<file path="src/rtl/bus_pkg.sv">
package bus_pkg;
    typedef enum logic [2:0] {
        PH_IDLE,
        PH_T1,
        PH_T2,
        PH_T3,
        PH_TW,
        PH_T4
    } phase_t;

    // read-capture lane codes
    localparam logic [1:0] CAP_LO_TO_LO = 2'b00;
    localparam logic [1:0] CAP_HI_TO_LO = 2'b01;
    localparam logic [1:0] CAP_WORD     = 2'b10;
    localparam logic [1:0] CAP_LO_TO_HI = 2'b11;
endpackage

</file>
<file path="src/rtl/bus_lane_gen.sv">
module bus_lane_gen #(
    parameter bit WIDE = 1'b1
) (
    input  logic bhe_n,
    input  logic a0,
    input  logic wr_n,
    output logic whb_n,
    output logic wlb_n,
    output logic wb_n
);
    localparam logic LANES_OFF = !WIDE;

    // split strobes in 16-bit mode, single strobe in 8-bit mode
    assign whb_n = bhe_n | wr_n | LANES_OFF;
    assign wlb_n = a0 | wr_n | LANES_OFF;
    assign wb_n  = wr_n | !LANES_OFF;
endmodule

</file>
<file path="src/rtl/bus_rd_cap.sv">
module bus_rd_cap
    import bus_pkg::*;
#(
    parameter int DW = 16
) (
    input  logic          clk,
    input  logic          rst_n,
    input  logic          cap,
    input  logic [1:0]    code,
    input  logic [DW-1:0] ad_in,
    output logic [DW-1:0] rdata
);
    localparam int BW = DW / 2;

    always_ff @(posedge clk) begin
        if (!rst_n) begin
            rdata <= '0;
        end else if (cap) begin
            unique case (code)
                CAP_LO_TO_LO: rdata <= {{BW{1'b0}}, ad_in[BW-1:0]};
                CAP_HI_TO_LO: rdata <= {{BW{1'b0}}, ad_in[DW-1:BW]};
                CAP_WORD:     rdata <= ad_in;
                CAP_LO_TO_HI: rdata <= {ad_in[BW-1:0], rdata[BW-1:0]};
            endcase
        end
    end
endmodule

</file>
<file path="src/rtl/mux_bus_seq.sv">
module mux_bus_seq
    import bus_pkg::*;
#(
    parameter bit WIDE = 1'b1,
    parameter int AW   = 20,
    parameter int DW   = 16
) (
    input  logic          clk,
    input  logic          rst_n,
    input  logic          req,
    input  logic [AW-1:0] req_addr,
    input  logic          req_io,
    input  logic          req_wr,
    input  logic          req_word,
    input  logic [DW-1:0] req_wdata,
    output logic [DW-1:0] rsp_rdata,
    output logic          rsp_done,
    output logic [AW-1:0] a,
    output logic [DW-1:0] ad_out,
    output logic          ad_oe,
    input  logic [DW-1:0] ad_in,
    output logic          ale,
    output logic          rd_n,
    output logic          wr_n,
    output logic          bhe_n,
    output logic          whb_n,
    output logic          wlb_n,
    output logic          wb_n,
    output logic          io_sel,
    input  logic          ready
);
    localparam int BW = DW / 2;

    phase_t        ph, ph_nx;
    logic [AW-1:0] addr_q;
    logic [DW-1:0] wdata_q;
    logic          io_q, wr_q, word_q, piece_q;

    logic [AW-1:0] cur_addr;
    logic [DW-1:0] wlane;
    logic [1:0]    cap_code;
    logic          active, data_ph, last_piece, cap;

    assign active     = (ph != PH_IDLE);
    assign data_ph    = (ph == PH_T2) || (ph == PH_T3) || (ph == PH_TW);
    assign last_piece = WIDE || !word_q || piece_q;
    assign cap        = ((ph == PH_T3) || (ph == PH_TW)) && ready && !wr_q;

    generate
        if (WIDE) begin : g_wide
            assign cur_addr = word_q ? {addr_q[AW-1:1], 1'b0} : addr_q;
            assign wlane    = word_q ? wdata_q : {2{wdata_q[BW-1:0]}};
            assign cap_code = word_q ? CAP_WORD
                            : (cur_addr[0] ? CAP_HI_TO_LO : CAP_LO_TO_LO);
        end else begin : g_narrow
            assign cur_addr = addr_q + AW'(piece_q);
            assign wlane    = {{BW{1'b0}}, piece_q ? wdata_q[DW-1:BW] : wdata_q[BW-1:0]};
            assign cap_code = piece_q ? CAP_LO_TO_HI : CAP_LO_TO_LO;
        end
    endgenerate

    // state register
    always_ff @(posedge clk) begin
        if (!rst_n) ph <= PH_IDLE;
        else        ph <= ph_nx;
    end

    // request capture
    always_ff @(posedge clk) begin
        if (!rst_n) begin
            addr_q  <= '0;
            wdata_q <= '0;
            io_q    <= 1'b0;
            wr_q    <= 1'b0;
            word_q  <= 1'b0;
            piece_q <= 1'b0;
        end else if (ph == PH_IDLE && req) begin
            addr_q  <= req_addr;
            wdata_q <= req_wdata;
            io_q    <= req_io;
            wr_q    <= req_wr;
            word_q  <= req_word;
            piece_q <= 1'b0;
        end else if (ph == PH_T4 && !last_piece) begin
            piece_q <= 1'b1;
        end
    end

    // next phase
    always_comb begin
        ph_nx = PH_IDLE;
        unique case (ph)
            PH_IDLE: ph_nx = req ? PH_T1 : PH_IDLE;
            PH_T1:   ph_nx = PH_T2;
            PH_T2:   ph_nx = PH_T3;
            PH_T3:   ph_nx = ready ? PH_T4 : PH_TW;
            PH_TW:   ph_nx = ready ? PH_T4 : PH_TW;
            PH_T4:   ph_nx = last_piece ? PH_IDLE : PH_T1;
        endcase
    end

    // phase outputs
    always_comb begin
        a        = active ? cur_addr : '0;
        ale      = (ph == PH_T1);
        ad_oe    = (ph == PH_T1) || (wr_q && (data_ph || ph == PH_T4));
        ad_out   = '0;
        if (ph == PH_T1)  ad_out = cur_addr[DW-1:0];
        else if (ad_oe)   ad_out = wlane;
        rd_n     = !(data_ph && !wr_q);
        wr_n     = !(data_ph && wr_q);
        bhe_n    = 1'b1;
        if (WIDE && active) bhe_n = !(word_q || cur_addr[0]);
        io_sel   = active && io_q;
        rsp_done = (ph == PH_T4) && last_piece;
    end

    bus_lane_gen #(.WIDE(WIDE)) u_lanes (
        .bhe_n (bhe_n),
        .a0    (cur_addr[0]),
        .wr_n  (wr_n),
        .whb_n (whb_n),
        .wlb_n (wlb_n),
        .wb_n  (wb_n)
    );

    bus_rd_cap #(.DW(DW)) u_cap (
        .clk   (clk),
        .rst_n (rst_n),
        .cap   (cap),
        .code  (cap_code),
        .ad_in (ad_in),
        .rdata (rsp_rdata)
    );

    // latch pulse is followed by an active strobe phase
    a_r1_ale_then_strobe: assert property (@(posedge clk) disable iff (!rst_n)
        ale |=> (!ale && (!rd_n || !wr_n)));
    // address path steady through a transfer
    a_r2_addr_steady: assert property (@(posedge clk) disable iff (!rst_n)
        (ph == PH_T1 || ph == PH_T2 || ph == PH_T3 || ph == PH_TW) |=> $stable(a));
    // ad carries the address while ale is high
    a_r3_ale_addr_on_ad: assert property (@(posedge clk) disable iff (!rst_n)
        ale |-> (ad_oe && ad_out == a[DW-1:0]));
    // lane floats while the read strobe is active
    a_r3_read_float: assert property (@(posedge clk) disable iff (!rst_n)
        !rd_n |-> !ad_oe);
    // no write lane strobe during a read
    a_r5_no_lane_on_read: assert property (@(posedge clk) disable iff (!rst_n)
        !rd_n |-> (whb_n && wlb_n && wb_n));
    // not ready at the end of T3 gives a wait phase
    a_r8_wait_insert: assert property (@(posedge clk) disable iff (!rst_n)
        (ph == PH_T3 && !ready) |=> (ph == PH_TW && !rd_n == !wr_q));
    // completion pulse lasts one clock
    a_r10_done_single: assert property (@(posedge clk) disable iff (!rst_n)
        rsp_done |=> !rsp_done);
    // idle bus is quiet
    a_r12_idle_quiet: assert property (@(posedge clk) disable iff (!rst_n)
        (ph == PH_IDLE) |-> (rd_n && wr_n && !ale && !ad_oe && whb_n && wlb_n && wb_n));
endmodule

</file>
<file path="config.mk">
export PLATFORM = sky130hd
export DESIGN_NAME = mux_bus_seq
export DESIGN_NICKNAME = d
export VERILOG_FILES = /design/src/rtl/bus_pkg.sv /design/src/rtl/bus_lane_gen.sv /design/src/rtl/bus_rd_cap.sv /design/src/rtl/mux_bus_seq.sv
export SDC_FILE = /design/constraint.sdc
export NUM_CORES = 1
export LEC_CHECK = 0
export CAP_MARGIN = 15
export CELL_PAD_IN_SITES_DETAIL_PLACEMENT = 0
export CELL_PAD_IN_SITES_GLOBAL_PLACEMENT = 2
export CORE_MARGIN = 4
export CORE_UTILIZATION = 30
export DETAILED_ROUTE_END_ITERATION = 10
export DONT_BUFFER_PORTS = 1
export HOLD_SLACK_MARGIN = 0.03
export PLACE_DENSITY = 0.79
export SYNTH_ARGS = -nofsm -noshare
export SYNTH_HDL_FRONTEND = slang
export SYNTH_SLANG_ARGS = --single-unit
</file>
<file path="constraint.sdc">
create_clock -name clk -period 1.75 [get_ports clk]
set_input_delay 0.35 -clock clk [delete_from_list [all_inputs] [get_ports clk]]
set_output_delay 0.35 -clock clk [all_outputs]
set_load 0.05 [all_outputs]
</file>
Word-level counts from Yosys, hierarchy flattened:

Cells that the tools add are included.

* register bits after elaboration: 58
* bits in latches: 0
* RAM bits: 0
* memory bits (read-only): 0
* bits of input ports: 59
* output and inout bits: 62
* word-level logic and storage cells: 53
* memories: 0

* add/subtract/negate cells: 0
* multipliers: 0
* div/mod/pow operators: 0
* $lt $le $gt $ge: 0
* equality and inequality tests: 8
* shift operators: 0
* muxes and demuxes: 12
* bitwise operators: 3
* reduce and logical (&&, ||, !) cells: 22

Operators with widths (number)
* one-hot mux 16 bit (4 select lines): 1
* two-way mux 16 bit: 3
* two-way mux 20 bit: 1
* one-hot mux 3 bit (5 select lines): 1
* logical AND 1 bit: 7
* == test 3 x 2 -> 1 bit (second input constant): 2
* == test 3 bit (second input constant): 2
* logical OR 1 bit: 6
* two-way mux 1 bit: 5
* == test 2 bit (second input constant): 2
* logical NOT 1 bit: 4
* == test 3 x 1 -> 1 bit (second input constant): 1
* logical NOT 3 bit: 1
* nonzero test 3 bit: 1
* == test 2 x 1 -> 1 bit (second input constant): 1
* logical NOT 2 bit: 1
* two-way mux 2 bit: 1
* OR 1 bit: 2
* AND reduction 2 bit: 1
* OR reduction 2 bit: 1
* inverter 1 bit: 1

Longest topological paths before layout:

Gate-level depths: netlist (run 1).

* depth after elaboration: 8
* gate-level depth with buffers: 7
* gate-level depth less buffers: 4

Cells and area by module:

Synthesis (run 1) repeated with hierarchy kept, for this count alone.

* cell total of the unflattened synthesis: 332
* area, all modules: 2862.7 um2

Modules (own cells, without submodules)
* mux_bus_seq: instances 1, cells each 263, area an instance 2054.5 um2, seq. area each 840.8 um2
* bus_rd_cap: instances 1, cells each 65, area an instance 784.5 um2, seq. area each 320.3 um2
* bus_lane_gen: instances 1, cells each 4, area an instance 23.8 um2, seq. area each 0.0 um2

Least setup slack after synthesis (run 1):

Ideal clock, no wire load.

* path kind: reg-to-output
* start: register word_q
* end: output ad_out[14]
* arrival: 2.031 ns
* data required time: 1.400 ns
* setup slack: -0.631 ns
* stages on the path, launching flop included: 5
* buffers on the path: 2
* cells stage by stage: dfxtp_1 buf_2 clkbuf_1 mux2i_1 o21ai_0

* word-level cells in the longest chain between the ends: 3

Ends and longest elaborated chain
* from (decl): RTL line mux_bus_seq.sv:37 `logic io_q, wr_q, word_q, piece_q;`
* from (signal assigned): RTL line mux_bus_seq.sv:82 `word_q <= req_word;`
* two-way mux 16 bit: RTL line mux_bus_seq.sv:52 `assign wlane = word_q ? wdata_q : {2{wdata_q[BW-1:0]}};`
* two-way mux 16 bit: RTL line mux_bus_seq.sv:109 `else if (ad_oe) ad_out = wlane;`
* two-way mux 16 bit: RTL line mux_bus_seq.sv:108 `if (ph == PH_T1) ad_out = cur_addr[DW-1:0];`
* to (decl): RTL line mux_bus_seq.sv:19 `output logic [DW-1:0] ad_out,`

No other way between the ends.

Worst setup path in the final report (run 1):

* start: register ph[1]
* end: output whb_n

* word-level cells in the longest chain between the ends: 6
* elaborated cells on any way between the ends: 10
* those cells by class: eq/ne (3); mux (1); bitwise (1); reduce/logical (5)

Ends and longest elaborated chain
* from (decl): RTL line mux_bus_seq.sv:34 `phase_t ph, ph_nx;`
* from (signal assigned): RTL line mux_bus_seq.sv:65 `else ph <= ph_nx;`
* == test 3 x 2 -> 1 bit: RTL line mux_bus_seq.sv:45 `assign data_ph = (ph == PH_T2) || (ph == PH_T3) || (ph == PH_TW);`
* logical OR 1 bit (2 in a row): RTL line mux_bus_seq.sv:45
* logical AND 1 bit: RTL line mux_bus_seq.sv:111 `wr_n = !(data_ph && wr_q);`
* logical NOT 1 bit: RTL line mux_bus_seq.sv:111
* OR 1 bit (*): RTL line bus_lane_gen.sv:14 `assign whb_n = bhe_n | wr_n | LANES_OFF;`
* to (decl): RTL line mux_bus_seq.sv:26 `output logic whb_n,`

Mark *: on every way between the ends. The rest lies on a longest branch, timed or not.

==> run metrics, run 1 <==
crit path kind reg2out; routed via count between 2000 and 3000; routability cong. between 0.7 and 0.8; fin cells 514; Worst Path Required between 1 and 1.5 ns; CTS tree done; final setup violation count 44; WL final 9020 um; drt wl/cell roughly 18 um; pin count of the biggest net entering global routing 40; commonest non-fill, non-tap cell in the layout nand2_1; final setup margin -0.303 ns; DP HPWL just under 6000 um; TritonRoute pass-1 iters 4; Diodes inserted 0; CP Max Fanout 3; post-route ant nets 0; Power, Total 3.81 mW; period utilization 117%; top_reg_cell synth dfxtp_1; Worst-Skew Late Latency 0.34 ns; Worst-path clk slew 0.07 ns; status finished, violations left; CTS Buf Count 9; synthesized area per cell a little under 8 sq um; leakage power approximately 1.5 nW; Core Region 0.00872 sq mm; Max Clk Rate 0.487 GHz; synthesis-stage register bit count 58; Max Slew Vio Count 0; Worst Reg-to-Reg Cells 9; placed cell count 486; sequential area share after synthesis between 40% and 50%; final hold vios 0; Die Y-Extent between 100 and 150 um; Final Util between 40% and 50%; Post-route DRC 0; Tmin final 2.05 ns; Worst R2R Setup Slack approximately 0.060 ns; Clock Path Buffers 2; cts hold-fix bufs 0; root buffer cell clkbuf_8; total congestion overflow 0; CP Capture Type primary output; worst min-delay path class in2reg; number of H-tree levels 3; IO buf count 0; dpl cell area around 0.0034 sq mm; Syn Nets ~410; nets 460; starting DRC count in detailed routing 96; end of the critical path whb_n; max_cap viols 0; Synth area leader dfxtp_1; CP arrival between 1.5 and 2 ns; Setup crit start kind flop; Die Wd 103 um; Max-slew headroom 63.6%; share of the synthesized area in the top cell type a little over two fifths; Critical Path Start ph[1]$_SDFF_PN0_; initial antenna violation count 0; FFs w/ async S/R, synth 0%; Row Count 34; reg2reg start ph[2]$_SDFF_PN0_; Area Growth Syn to Fin 50.8%; Clock Skew about 0.006 ns; Synth Instances ~350; synthesized cell area 0.00268 sq mm; Yosys warning total 0; pre-CTS WS between 0.015 and 0.02 ns; GR Util All Layers 16.4%; drt via density ~4.9; Slew @ Worst Pin 0.546 ns; Reg2Reg Capture Point addr_q[18]$_SDFFE_PN0P_; sink count of the clock tree just under 60; PD cells 942 mW/mm^2; first-pass GRT wire length 13100 um; setup TNS -8.75 ns; Yosys cell types 35; die area 0.0105 sq mm; worst vdd ir just over 0.4 mV; unrepaired setup endpoints after global routing yes; hold_ws 0.133 ns; io pins around 120; vias in the first global route about 2500; failing checks negative setup slack; EDFF count, synth 0; synth top area cells dfxtp_1, nand2_1, nor2b_1; final instance area just over 0.004 sq mm; commonest cells after routing, fill and taps aside nand2_1, dfxtp_1, buf_6; initial core utilization 30.8%; layout cells sized above 1 34.2%
worst max-delay path: stages (launching register included):
cell	delay (ns)
dfxtp_2	0.34
or3b_4	0.38
a21boi_4	0.15
or3b_4	0.49
layer usage:
metal	track usage [%]	share of wire, %	up-vias
li1	-	-	1268
met1	21.3	44	1168
met2	25.3	47	83
met3	6.29	7.8	9
met4	4.74	1.2	0
met5	0	0	-
layout make-up:
class	count	area [sq um]
clock buffer	11	141
tap	108	135
inverter	3	11.3
clock inverter	5	30.0
sequential	58	1160
fill	880	4670
multi-input combinational	257	1580
timing repair buffer	72	983
kinds of logic (layout without fill, tap and decap cells):
group | Yosys count | after routing | share of synthesized area (%)
other cells | 1 | 1 | 0.140
flops | 58 | 58 | 43.3
simple gates | 167 | 167 | 28.2
buf+inv | 31 | 91 | 5.45
mux | 9 | 9 | 3.40
compound gates | 78 | 78 | 18.9
xor+xnor | 2 | 2 | 0.653
power breakdown:
part | switching (mW) | internal [mW]
clock | 0.536 | 0.544
combinational | 0.669 | 0.539
sequential | 0.106 | 1.42
total | 1.31 | 2.50
timing repair:
action / in CTS / in global routing
buffers inserted: 4 / 4
cloned: 1 / 4
pin swaps: 7 / 1
setup endpoints to repair: 44 / 51
resized for setup: 54 / 35
Yosys cell counts (2+ instances only):
master    instances
a22o_1            8
a311oi_1          8
buf_4             3
buf_1             2
o21ai_0          17
a21oi_1          25
nand4_1           8
and2_1            2
nand2b_1          3
nand2_1         115
mux2i_1           8
a21boi_0         16
inv_1             2
clkbuf_1         13
nor2_1           10
dfxtp_1          58
nor2b_1          22
buf_2             9
worst min-delay path by stage:
| stage | from | end | slack (ns) | cells past startpoint |
|---|---|---|---|---|
| detailed placement | addr_q[19]$_SDFFE_PN0P_ | addr_q[19]$_SDFFE_PN0P_ | 0.44 | 2 |
| floorplan | addr_q[16]$_SDFFE_PN0P_ | addr_q[16]$_SDFFE_PN0P_ | 0.43 | 2 |
| global route | req_addr[3] | addr_q[3]$_SDFFE_PN0P_ | 0.12 | 2 |
| CTS | req_addr[3] | addr_q[3]$_SDFFE_PN0P_ | 0.13 | 2 |
| finish | req_addr[3] | addr_q[3]$_SDFFE_PN0P_ | 0.13 | 2 |
| global placement | addr_q[19]$_SDFFE_PN0P_ | addr_q[19]$_SDFFE_PN0P_ | 0.44 | 2 |
flip-flops by register name, indices dropped and copies added, names as in the netlist:
name	flops
addr_q	20
u_cap.rdata	16
wdata_q	16
ph	3
io_q	1
word_q	1
wr_q	1
Power figures use the tool's default switching activity.
==> run 2, diff against run 1 <==
--- a/config.mk
+++ b/config.mk
@@ -14,6 +14,7 @@
 export DONT_BUFFER_PORTS = 1
 export HOLD_SLACK_MARGIN = 0.03
 export PLACE_DENSITY = 0.79
+export SKIP_LAST_GASP = 1
 export SYNTH_ARGS = -nofsm -noshare
 export SYNTH_HDL_FRONTEND = slang
 export SYNTH_SLANG_ARGS = --single-unit
==> run metrics, run 2 (synthesis results as in run 1) <==
Largest regs addr_q x20, u_cap.rdata x16, wdata_q x16; Max Clk Rate 0.489 GHz (+0.39%); CTS Buf Count 9 (unchanged); WL final 9000 um (-0.25%); Die Y-Extent 103 um (unchanged); routability cong. 0.778 (unchanged); routed via count 2539 (+0.44%); io pins 121 (unchanged); placed cell count 486 (unchanged); multi-input logic area 0.00158 sq mm (-0.24%); most used cell, CP buf_6; Reg area 0.00116 sq mm (unchanged); hold_ws 0.135 ns (+0.00119 ns); initial antenna violation count 0 (unchanged); sink count of the clock tree 58 (unchanged); CTS tree done; vias in the first global route 2453 (-0.85%); Worst Path Required 1.40 ns (about the same); Slew @ Worst Pin 0.549 ns (+0.00321 ns); met3 Track Usage GR 6.22% (-0.068 points); worst vdd ir 0.414 mV (+0.28%); Max Slew Vio Count 0 (unchanged); initial core utilization 30.8% (unchanged); Tmin final 2.04 ns (-0.00794 ns); final setup violation count 44 (unchanged); Core Region 0.00872 sq mm (unchanged); IO buf count 0 (unchanged); Area Growth Syn to Fin 49.7%; drt wl/cell 17.5 um (about the same); status finished, violations left; crit path kind reg2out; unrepaired setup endpoints after global routing yes; fin cells 513 (-0.19%); total congestion overflow 0 (unchanged); worst min-delay path class in2reg; critical-path cell list buf_6 -> nor3_4 -> buf_6 -> o21bai_4 -> or3b_4; Top Usage Layer GRT met2; CP arrival 1.69 ns (about the same); drt via density 4.95 (+0.63%); Clock Path Buffers 2 (unchanged); starting DRC count in detailed routing 104 (+8.3%); Worst-path clk slew 0.07 ns (about the same); TritonRoute pass-1 iters 4 (unchanged); DP HPWL 5840 um (unchanged); Worst-Skew Late Latency 0.34 ns (about the same); slowest stage delay, CP 0.50 ns (about the same); layout cells sized above 1 33.8% (-0.41 points); leakage power 1.52 nW (-1.2%); first-pass GRT wire length 13000 um (-0.79%); failing checks negative setup slack; final hold vios 0 (unchanged); pin count of the biggest net entering global routing 40 (unchanged); number of H-tree levels 3 (unchanged); CP Max Fanout 7 (+4); Max-slew headroom 63.4% (-0.21 points); Clock Skew 0.00612 ns (+0.000131 ns); largest reg by FF count addr_q; max reg flops 20 (unchanged); root buffer cell clkbuf_8; Die Wd 103 um (unchanged); Setup crit start kind flop; met2 GRT Util 24.8% (-0.50 points); commonest non-fill, non-tap cell in the layout nand2_1; period utilization 117% (-0.45 points); GR Util All Layers 16.2% (-0.13 points); commonest cells after routing, fill and taps aside nand2_1, dfxtp_1, buf_6; Diodes inserted 0 (unchanged); GR Layer Usage met1 21.5% (+0.21 points); PD cells 945 mW/mm^2 (+0.34%); post-route ant nets 0 (unchanged); slowest CP cell or3b_4; max_cap viols 0 (unchanged); die area 0.0105 sq mm (unchanged); nets 459 (-0.22%); Post-route DRC 0 (unchanged); Row Count 34 (unchanged); fillcell total 877 (-0.34%); final setup margin -0.295 ns (+0.00794 ns); CP Capture Type primary output
## run 2: changes by cell type in the layout (fill, tap and decap cells not counted), sizes merged
cell	before	now
clkbuf	15	14
## run 2: metrics by stage
step	worst slack, ns	setup TNS (ns)	area [sq um]	util [%]	power, mW
after detailed placement	0.0154	0	3410	39.1	2.44
final	-0.295	-8.42	4020	46.1	3.80
after floorplan	-0.103	-2.95	2740	-	2.14
after CTS	-0.305	-8.88	3800	43.6	3.68
after global routing	-0.363	-11.83	4020	46.1	3.97
after global placement	0.0346	0	3410	39.1	2.43
## run 2: area by class of cell
class,instances,area share (%)
Clock inverter,5,0.747
Clock buffer,11,3.52
Tap cell,108,3.36
Sequential cell,58,29.0
Inverter,3,0.280
Multi-Input combinational cell,257,39.3
Timing Repair Buffer,71,23.8
## run 2: power breakdown
part	switching [mW]	internal, mW	total (mW)	leakage (nW)
registers	0.107	1.42	1.52	0.475
logic	0.667	0.521	1.19	0.959
clock network	0.542	0.544	1.09	0.0851
total	1.31	2.48	3.80	1.52
## run 2: final timing paths
| kind | start | endpoint | slack [ns] | cells past startpoint |
|---|---|---|---|---|
| setup / recovery | ph[1]$_SDFF_PN0_ | whb_n | -0.29 | 5 |
| hold / removal | req_addr[3] | addr_q[3]$_SDFFE_PN0P_ | 0.13 | 2 |
| setup reg to reg | ph[2]$_SDFF_PN0_ | wdata_q[1]$_SDFFE_PN0P_ | 0.08 | 9 |
| hold reg to reg | addr_q[19]$_SDFFE_PN0P_ | addr_q[19]$_SDFFE_PN0P_ | 0.45 | 2 |
## run 2: metal layers
layer	up-vias	part of all wire (%)	wire [um]
li1	1262	-	-
met1	1185	44	3990
met3	11	7.8	703
met2	81	46	4170
met4	0	1.5	139
met5	-	0	0
## run 2: what timing repair did
item | CTS | global route
gates resized for setup | 42 | 43
hold buffers | 0 | 0
pin swaps | 7 | 1
hold endpoints to repair | 0 | 0
buffers inserted | 4 | 4
cloned | 1 | 3
setup endpoints to repair | 44 | 52
## run 2: critical path, delay by kind of cell, from the launching register on
family | cells | cell delay [ns]
buffers and inverters | 2 | 0.27
DFF | 1 | 0.36
and+or+nand+nor | 2 | 0.55
AOI/OAI and AO/OA | 1 | 0.18
==> run 3, diff against run 2 <==
--- a/config.mk
+++ b/config.mk
@@ -9,12 +9,14 @@
 export CELL_PAD_IN_SITES_DETAIL_PLACEMENT = 0
 export CELL_PAD_IN_SITES_GLOBAL_PLACEMENT = 2
 export CORE_MARGIN = 4
-export CORE_UTILIZATION = 30
+export CORE_UTILIZATION = 31
 export DETAILED_ROUTE_END_ITERATION = 10
 export DONT_BUFFER_PORTS = 1
 export HOLD_SLACK_MARGIN = 0.03
 export PLACE_DENSITY = 0.79
+export SETUP_SLACK_MARGIN = 0.1
 export SKIP_LAST_GASP = 1
 export SYNTH_ARGS = -nofsm -noshare
 export SYNTH_HDL_FRONTEND = slang
+export SYNTH_HIERARCHICAL = 1
 export SYNTH_SLANG_ARGS = --single-unit
==> run metrics, run 3 <==
Die Wd 104 um (+1.5%); cts hold-fix bufs 0 (unchanged); Largest regs addr_q x20, u_cap/rdata x16, wdata_q x16; Post-route DRC 0 (unchanged); unrepaired setup endpoints after global routing yes; CP Max Fanout 8 (+1); Syn Nets 392 (-3.2%); slowest CP cell dfxtp_4; Row Count 34 (unchanged); initial antenna violation count 0 (unchanged); EDFF count, synth 0 (unchanged); crit path kind reg2out; nets 450 (-2.0%); first-pass GRT wire length 14100 um (+8.7%); top_reg_cell synth dfxtp_1; routability cong. 0.775 (-0.35%); Worst-Skew Late Latency 0.33 ns (about the same); pin count of the biggest net entering global routing 92 (+130%); Max-slew headroom 63.7% (+0.30 points); leakage power 1.60 nW (+5.4%); final setup margin -0.348 ns (-0.0538 ns); share of the synthesized area in the top cell type 40.6% (-2.7 points); most common cell in the netlist dfxtp_1; slowest stage delay, CP 0.38 ns (-0.12 ns); status finished, violations left; Power, Total 4.42 mW (+17%); post-route ant nets 0 (unchanged); Yosys cell types 35 (unchanged); synth top area cells dfxtp_1, nand3_1, o21ai_0; period utilization 120% (+3.1 points); root buffer cell clkbuf_8; failing checks negative setup slack; vias in the first global route 2666 (+8.7%); synthesized area per cell 8.62 sq um (+11%); Max Clk Rate 0.477 GHz (-2.6%); synthesis-stage register bit count 58 (unchanged); largest reg by FF count addr_q; sequential area share after synthesis 40.6% (-2.7 points); routed via count 2610 (+2.8%); Max Slew Vio Count 0 (unchanged); starting DRC count in detailed routing 95 (-8.7%); drt via density 5.19 (+4.8%); Core Region 0.00885 sq mm (+1.5%); final instance area 0.00447 sq mm (+11%); io pins 121 (unchanged); most frequent cells after synthesis dfxtp_1, nand2_1, nand3_1; PD cells 991 mW/mm^2 (+4.9%); Synth Instances 332 (-4.0%); IO buf count 0 (unchanged); Setup crit start kind flop; CTS Buf Count 9 (unchanged); commonest non-fill, non-tap cell in the layout dfxtp_1; Area Growth Syn to Fin 56.0%; Synth area leader dfxtp_1; pre-CTS WS -0.0932 ns (-0.109 ns); final setup violation count 51 (+16%); setup TNS -9.57 ns (-1.14 ns); TritonRoute pass-1 iters 4 (unchanged); number of H-tree levels 3 (unchanged); synthesized cell area 0.00286 sq mm (+6.7%); layout cells sized above 1 37.7% (+3.9 points); Worst Path Buf+Inv 1 (-1); Crit path max-delay family simple AND/OR/NAND/NOR gates; CP arrival 1.75 ns (+0.06 ns); final hold vios 0 (unchanged); total congestion overflow 0 (unchanged); GR Util All Layers 16.3% (+0.039 points); die area 0.0108 sq mm (+3.0%); drt wl/cell 18.1 um (+3.2%); Tmin final 2.10 ns (+0.0538 ns); Yosys warning total 6 (+6); Clock Skew 0.00797 ns (+0.00185 ns); worst min-delay path class in2reg; FFs w/ async S/R, synth 0% (unchanged); worst vdd ir 0.349 mV (-16%); critical-path cell list ha_4 -> nand2b_4 -> or2_4 -> o21ai_4 -> buf_12; Diodes inserted 0 (unchanged); Worst-path clk slew 0.07 ns (about the same); CTS tree done; max reg flops 20 (unchanged); sink count of the clock tree 58 (unchanged); Slew @ Worst Pin 0.544 ns (-0.00450 ns); Die Y-Extent 104 um (+1.5%); Clock Path Buffers 2 (unchanged); dpl cell area 0.00389 sq mm (+14%); WL final 9100 um (+1.2%); max_cap viols 0 (unchanged); CP Capture Type primary output; commonest cells after routing, fill and taps aside dfxtp_1, nand2_1, nand3_1; initial core utilization 32.4% (+1.6 points); DP HPWL 6350 um (+8.7%); Worst Path Required 1.40 ns (about the same)
## run 3: worst paths after layout
path                                         startpoint                          end  slack [ns]  cells after the start
worst max-delay path                   ph[1]$_SDFF_PN0_                   ad_out[13]       -0.35                      5
worst min-delay path                       req_addr[13]      addr_q[13]$_SDFFE_PN0P_        0.15                      2
worst max register to register         ph[2]$_SDFF_PN0_  u_cap/rdata[0]$_SDFFE_PN0P_       -0.12                      8
worst min register to register  addr_q[16]$_SDFFE_PN0P_      addr_q[16]$_SDFFE_PN0P_        0.44                      2
## run 3: kinds of logic after synthesis
family | share of synthesized area [%]
xor+xnor | 0.306
flops | 40.6
mux | 5.99
simple gates | 27.8
compound gates | 18.4
other cells | 0.131
buf+inv | 6.29
fa+ha+maj | 0.437
## run 3: power breakdown
part           leakage [nW]  switching, mW  internal [mW]
Combinational          1.00          0.743          0.638
Clock                 0.123          0.550          0.918
Sequential            0.476          0.139           1.44
Total                  1.60           1.43           2.99
## run 3: per-stage QoR
step	util, %	cells	hold WS [ns]
6_report	50.5	503	0.153
5_1_grt	50.5	503	0.145
4_1_cts	49.1	500	0.139
3_5_place_dp	43.9	473	0.438
3_3_place_gp	43.9	473	0.431
2_1_floorplan	-	332	0.424
## run 3: routing by layer
metal / up-vias / global-route usage, % / share of wire, %
li1: 1295 / - / -
met1: 1246 / 20.2 / 45
met2: 63 / 27.5 / 50
met3: 6 / 4.35 / 4.6
met4: 0 / 4.94 / 0.85
met5: - / 0 / 0
## run 3: layout make-up
class                   instances  area (sq um)
repair buffers                 78          1060
multi-input cells             241          1850
clock buffers                  12           165
well taps                     108           135
inverters                       2          10.0
clock inverters                 4          71.3
flip-flops and latches         58          1170
fillers                       840          4380
## run 3: what timing repair did
item | in CTS | in global routing
buffers inserted | 8 | 4
pin swaps | 8 | 21
endpoints found under the setup margin | 60 | 62
cloned | 3 | 1
gates resized for setup | 32 | 21
